===== src/rtl/load_opsel_pkg.sv =====
// Shared types and encodings for the load-adaptive operating point selector.
// Assumes four operating points, so the level and period codes are 2 bits wide.
package load_opsel_pkg;
    typedef logic [1:0] lvl_t;
    localparam lvl_t LVL_MIN = 2'd0;
    localparam lvl_t LVL_MAX = 2'd3;
endpackage


===== src/rtl/nz_counter.sv =====
// Counts the non-zero coefficient strobes in one block window.
// Assumes at most one strobe per cycle. A strobe in the block-start cycle
// opens the new window. The count sticks at BLOCK_LEN.
module nz_counter #(
    parameter int BLOCK_LEN = 64,
    localparam int CNT_W = $clog2(BLOCK_LEN + 1)
) (
    input  logic             clk,
    input  logic             rst_n,
    input  logic             blk_start,
    input  logic             nz_vld,
    output logic [CNT_W-1:0] cnt
);
    localparam logic [CNT_W-1:0] CNT_MAX = CNT_W'(BLOCK_LEN);

    logic [CNT_W-1:0] cnt_q;
    logic             chk_ok;

    // Restart at each block boundary, otherwise step with saturation.
    always_ff @(posedge clk) begin
        if (!rst_n) begin
            cnt_q <= '0;
        end else if (blk_start) begin
            cnt_q <= nz_vld ? CNT_W'(1) : '0;
        end else if (nz_vld && cnt_q != CNT_MAX) begin
            cnt_q <= cnt_q + CNT_W'(1);
        end
    end

    // Marks cycles whose history lies wholly after reset.
    always_ff @(posedge clk) begin
        if (!rst_n) chk_ok <= 1'b0;
        else        chk_ok <= 1'b1;
    end

    assign cnt = cnt_q;

    // the count never goes past the block length.
    a_r2_cnt_bound: assert property (@(posedge clk) disable iff (!rst_n)
        cnt_q <= CNT_MAX);

    // the count cannot move while no strobe and no start arrive.
    a_r2_cnt_idle: assert property (@(posedge clk) disable iff (!rst_n || !chk_ok)
        (!$past(blk_start) && !$past(nz_vld)) |-> $stable(cnt_q));
endmodule


===== src/rtl/level_map.sv =====
// Turns a finished non-zero count into a level code with three upper-bound
// thresholds. The thresholds are assumed to be strictly increasing.
module level_map
    import load_opsel_pkg::*;
#(
    parameter int CNT_W = 7,
    parameter int TH_L0 = 2,
    parameter int TH_L1 = 4,
    parameter int TH_L2 = 8
) (
    input  logic [CNT_W-1:0] cnt,
    output lvl_t             lvl
);
    // Compare against each bound and pick the lowest level that fits.
    always_comb begin
        if (cnt <= CNT_W'(TH_L0))      lvl = LVL_MIN;
        else if (cnt <= CNT_W'(TH_L1)) lvl = 2'd1;
        else if (cnt <= CNT_W'(TH_L2)) lvl = 2'd2;
        else                           lvl = LVL_MAX;
    end
endmodule


===== src/rtl/gate_ctrl.sv =====
// Block-boundary control. It latches the level, sets and clears the
// processing clock enable, and flags an overrun. It assumes blk_start is a
// one-cycle strobe that never comes in two back-to-back cycles.
module gate_ctrl
    import load_opsel_pkg::*;
(
    input  logic clk,
    input  logic rst_n,
    input  logic blk_start,
    input  logic comp_done,
    input  logic cnt_nz,
    input  lvl_t lvl_next,
    output lvl_t lvl,
    output logic clk_en,
    output logic overrun
);
    lvl_t lvl_q;
    logic en_q;
    logic ovr_q;
    logic chk_ok;
    logic late;

    assign late = en_q && !comp_done;

    // Boundary latch, done-driven gating and overrun pulse.
    always_ff @(posedge clk) begin
        if (!rst_n) begin
            lvl_q <= LVL_MIN;
            en_q  <= 1'b0;
            ovr_q <= 1'b0;
        end else if (blk_start) begin
            ovr_q <= late;
            lvl_q <= late ? LVL_MAX : lvl_next;
            en_q  <= cnt_nz;
        end else begin
            ovr_q <= 1'b0;
            if (comp_done) en_q <= 1'b0;
        end
    end

    // Marks cycles whose history lies wholly after reset.
    always_ff @(posedge clk) begin
        if (!rst_n) chk_ok <= 1'b0;
        else        chk_ok <= 1'b1;
    end

    assign lvl     = lvl_q;
    assign clk_en  = en_q;
    assign overrun = ovr_q;

    // the level holds except right after a block start.
    a_r5_lvl_hold: assert property (@(posedge clk) disable iff (!rst_n || !chk_ok)
        !$past(blk_start) |-> $stable(lvl_q));

    // an overrun always runs at the top operating point.
    a_r7_ovr_top: assert property (@(posedge clk) disable iff (!rst_n)
        ovr_q |-> (lvl_q == LVL_MAX));

    // an overrun pulse only follows a block start.
    a_r7_ovr_after_start: assert property (@(posedge clk) disable iff (!rst_n || !chk_ok)
        ovr_q |-> $past(blk_start));

    // the enable rises only after a block start.
    a_r9_en_rise: assert property (@(posedge clk) disable iff (!rst_n || !chk_ok)
        $rose(en_q) |-> $past(blk_start));

    // the enable falls only after a block start or a done.
    a_r9_en_fall: assert property (@(posedge clk) disable iff (!rst_n || !chk_ok)
        $fell(en_q) |-> ($past(blk_start) || $past(comp_done)));
endmodule


===== src/rtl/load_opsel.sv =====
// Top of the load-adaptive operating point selector. It ties the per-block
// non-zero counter, the threshold map and the boundary control together, and
// derives the clock period code that pairs with the level.
// Assumes blk_start strobes are at least two cycles apart.
module load_opsel
    import load_opsel_pkg::*;
#(
    parameter int BLOCK_LEN = 64,
    parameter int TH_L0 = 2,
    parameter int TH_L1 = 4,
    parameter int TH_L2 = 8
) (
    input  logic       clk,
    input  logic       rst_n,
    input  logic       blk_start,
    input  logic       nz_vld,
    input  logic       comp_done,
    output logic [1:0] lvl_code,
    output logic [1:0] per_sel,
    output logic       clk_en,
    output logic       overrun
);
    localparam int CNT_W = $clog2(BLOCK_LEN + 1);

    logic [CNT_W-1:0] nz_cnt;
    lvl_t             lvl_next;
    lvl_t             lvl_cur;
    logic             chk_ok;

    nz_counter #(.BLOCK_LEN(BLOCK_LEN)) u_cnt (
        .clk       (clk),
        .rst_n     (rst_n),
        .blk_start (blk_start),
        .nz_vld    (nz_vld),
        .cnt       (nz_cnt)
    );

    level_map #(.CNT_W(CNT_W), .TH_L0(TH_L0), .TH_L1(TH_L1), .TH_L2(TH_L2)) u_map (
        .cnt (nz_cnt),
        .lvl (lvl_next)
    );

    gate_ctrl u_gate (
        .clk       (clk),
        .rst_n     (rst_n),
        .blk_start (blk_start),
        .comp_done (comp_done),
        .cnt_nz    (nz_cnt != '0),
        .lvl_next  (lvl_next),
        .lvl       (lvl_cur),
        .clk_en    (clk_en),
        .overrun   (overrun)
    );

    // Higher supply pairs with a shorter clock period.
    assign lvl_code = lvl_cur;
    assign per_sel  = LVL_MAX - lvl_cur;

    // Marks cycles whose history lies wholly after reset.
    always_ff @(posedge clk) begin
        if (!rst_n) chk_ok <= 1'b0;
        else        chk_ok <= 1'b1;
    end

    // a block with no non-zero coefficients leaves the clock gated.
    a_r6_zero_gated: assert property (@(posedge clk) disable iff (!rst_n || !chk_ok)
        ($past(blk_start) && ($past(nz_cnt) == '0)) |-> !clk_en);
endmodule


===== config.mk =====
export PLATFORM = sky130hd
export DESIGN_NAME = load_opsel
export DESIGN_NICKNAME = d
export VERILOG_FILES = /design/src/rtl/load_opsel_pkg.sv /design/src/rtl/nz_counter.sv /design/src/rtl/level_map.sv /design/src/rtl/gate_ctrl.sv /design/src/rtl/load_opsel.sv
export SDC_FILE = /design/constraint.sdc
export NUM_CORES = 1
export LEC_CHECK = 0
export ABC_CLOCK_PERIOD_IN_PS = 2200
export BUFFER_PORTS_ARGS = -buffer_cell sky130_fd_sc_hd__buf_2
export CORE_MARGIN = 5
export CORE_UTILIZATION = 40
export CTS_BUF_LIST = sky130_fd_sc_hd__clkbuf_8 sky130_fd_sc_hd__clkbuf_16
export CTS_CLUSTER_DIAMETER = 30
export DETAILED_ROUTE_END_ITERATION = 6
export SETUP_SLACK_MARGIN = 0.5
export SYNTH_ARGS = -nofsm -noshare
export SYNTH_HDL_FRONTEND = slang
export SYNTH_SLANG_ARGS = --single-unit

===== constraint.sdc =====
create_clock -name clk -period 2.2 [get_ports clk]
set_clock_uncertainty 0.2 [all_clocks]
set_input_delay 0.11 -clock clk [delete_from_list [all_inputs] [get_ports clk]]
set_output_delay 0.11 -clock clk [all_outputs]
set_load 0.05 [all_outputs]

==> impl_metrics.csv <==
group,metric,value,unit
status,status,"finished, final reports clean",
synthesis,syn_area,579.3,um2
sta,layout_setup_ws,0.5342,ns
worst_setup_path,reg2reg_slack,0.53,ns
power,leakage,0.0003052,uW
sta,fmax,600.3,MHz
cells_and_area,drive_gt1_share,27.91,%
synthesis,post_synth.cell_area_avg,8.646,um2
worst_setup_path,critical_path_class,"reg2reg",
clock_network,clockBufferDepth,2,
routing,vias,554,
cells_and_area,final_util,56.19,%
synthesis,synth_seq_cells,11,
placement,dp_hpwl,908.2,um
sta,maxSlewViolCount,0,
power,ir_drop,0.0004057,V
global_route,grtUsageTotal,13.87,%
cells_and_area,antenna_cells,0,
cells_and_area,nets,95,
clock_network,clk_pin_slew_worst_paths,0.05,ns
clock_network,clock_tree.root_cell,"clkbuf_8",
placement,place_congestion,0.7548,
floorplanning,initial_core_util,43.43,%
routing,drt-pass1-iter-count,4,
sta,fin_setup_tns,0,ns
placement,detailedPlace.worstSlack,0.3738,ns
power,p_per_area,638.0,nW/um2
global_route,grt_pass1_wl,2152,um
sta,rsz0062_at_grt,"no",
clock_network,cts_made_buffers,3,
global_route,use_met2,20.84,%
worst_setup_path,required,2.13,ns
sta,hold_viol,0,
global_route,first_global_vias,512,
run,maxCapViolations,0,
synthesis,ys_seq_area_share,38.01,%
floorplanning,core-area,1334,um2
power,power_frac_comb,14.7,%
synthesis,syn-num-nets,75,
clock_network,htree_num_levels,1,
global_route,grt_overflow,0,
global_route,grt_max_degree,10,
floorplanning,dieArea,2309,um2
worst_setup_path,startpoint_type,"register",
synthesis,synth.distinct_cells,26,
sta,setup_viol_count_final,0,
floorplanning,fp.dieH,48.06,um
synthesis,synth_edf_count,0,
sta,worst_pin_slew,0.3621,ns
hold_path,hp-class,"in2reg",
placement,dp_cells,91,
routing,wirelength,1287,um
cells_and_area,area_delta_synth_final,29.37,%
routing,drtIter0Drc,8,
worst_setup_path,critical_path.max_fanout,6,
power,power.switching,125.9,uW
global_route,grt_use_met3,3.383,%
floorplanning,num_rows,13,
routing,vias_per_cell,5.485,
power,p_int,352.3,uW
worst_setup_path,cp-end-kind,"register",
placement,io_buffers,10,
synthesis,synth_async_sr_flop_share,0,%
synthesis,ys.flop_type,"dfxtp_1",
worst_setup_path,worstPathArrival,1.59,ns
global_route,antenna_found_initial,0,
routing,drc_errors,0,
sta,slew_headroom,75.83,%
floorplanning,die_w,48.06,um
power,p_seq_share,43.6,%
cells_and_area,final_cell_mix,"10 x buf_2, 9 x dfxtp_1, 7 x inv_1, 7 x o21ai_0, 5 x nor2_1",
cells_and_area,final_common_cell,"buf_2",
floorplanning,io_pins,11,
clock_network,cts_tree,"built",
synthesis,syn_inst,67,
power,swShare,26.33,%
clock_network,insertion_delay,0.24,ns
power,pwr-share-clk,41.8,%
clock_network,clock-sinks,11,
global_route,busiest_layer,"met2",
synthesis,yosysWarnings,0,
routing,antenna_left,0,
sta,finalCritPeriodShare,75.72,%
routing,avgRoutedWirePerCell,12.74,um
global_route,met1_usage,17.19,%
sta,layout_min_cycle_time,1.666,ns
cells_and_area,instances_no_fill,101,
worst max-delay path, cell delays in order, from the launching register on:
cell and delay, ns:
dfxtp_4 0.36, inv_1 0.07, ha_1 0.18, nor3b_4 0.16, a31oi_2 0.27, mux2_4 0.32
power by group through the flow:
| stage | Combinational (uW) | Sequential [uW] | Clock (uW) |
|---|---|---|---|
| after floorplan | 29.5 | 226 | 0 |
| after global placement | 59.2 | 214 | 0 |
| after detailed placement | 59.7 | 214 | 0 |
| after CTS | 63.9 | 210 | 205 |
| after global routing | 76.0 | 209 | 213 |
| final | 70.1 | 208 | 200 |
synth_stat cells, types with 2 or more instances:
library cell	n	area share (%)
dfxtp_1	11	38
inv_1	7	4.5
o21ai_0	7	6.0
a31oi_1	5	5.4
nor2_1	5	3.2
nand2_1	4	2.6
a21oi_1	3	2.6
ha_1	3	6.5
nor2b_1	3	3.2
nand3_1	2	1.7
or3_1	2	2.2
registers in the layout, summed over array words and instances (netlist names):
| register | count |
|---|---|
| u_gate.overrun | 1 |
| u_gate.lvl | 2 |
| u_cnt.cnt | 7 |
| u_gate.clk_en | 1 |
cell type report:
| cell class | count | area (um2) |
|---|---|---|
| fillers | 128 | 584.3 |
| multi-input cells | 48 | 331.6 |
| flip-flops and latches | 11 | 227.7 |
| repair buffers | 16 | 100.1 |
| clock buffers | 3 | 41.29 |
| inverters | 7 | 26.28 |
| well taps | 15 | 18.77 |
| clock inverters | 1 | 3.754 |
through the flow:
stage / hold slack, ns / instance area, um2 / total power (uW)
after floorplan: 0.01021 / 579.3 / 255.9
after global placement: 0.2086 / 636.9 / 273.0
after detailed placement: 0.2010 / 636.9 / 273.8
after CTS: 0.001689 / 710.7 / 479.7
after global routing: 0.01992 / 749.5 / 498.2
final: 0.006759 / 749.5 / 478.2
final timing paths:
path	end	cells after the start	startpoint
max	u_cnt.cnt[1]$_SDFFE_PN0P_	5	u_cnt.cnt[1]$_SDFFE_PN0P_
max reg2reg	u_cnt.cnt[1]$_SDFFE_PN0P_	5	u_cnt.cnt[1]$_SDFFE_PN0P_
min	u_gate.overrun$_SDFF_PN0_	3	comp_done
min reg2reg	u_cnt.cnt[5]$_SDFFE_PN0P_	2	u_cnt.cnt[5]$_SDFFE_PN0P_
routing by layer:
metal,routed length [um],vias to the layer above
li1,-,275
met1,567,258
met2,619,17
met3,79,4
met4,22,0
met5,0,-
repair_timing:
item	4_1_cts	5_1_grt
setup buffers	0	4
setup endpoints to repair	1	1
endpoints found under the hold margin	5	0
hold buffers	2	0
pin swaps	1	1
gates resized for setup	3	4
cell families after synthesis:
logic type	synth area share [%]
adders and majority gates	6.480
and+or+nand+nor	25.27
muxes	1.944
AOI/OAI and AO/OA	18.79
buffers and inverters	6.480
DFF	38.01
xor gates and xnor gates	3.024
Note: power is estimated with default switching activity, not from simulation.
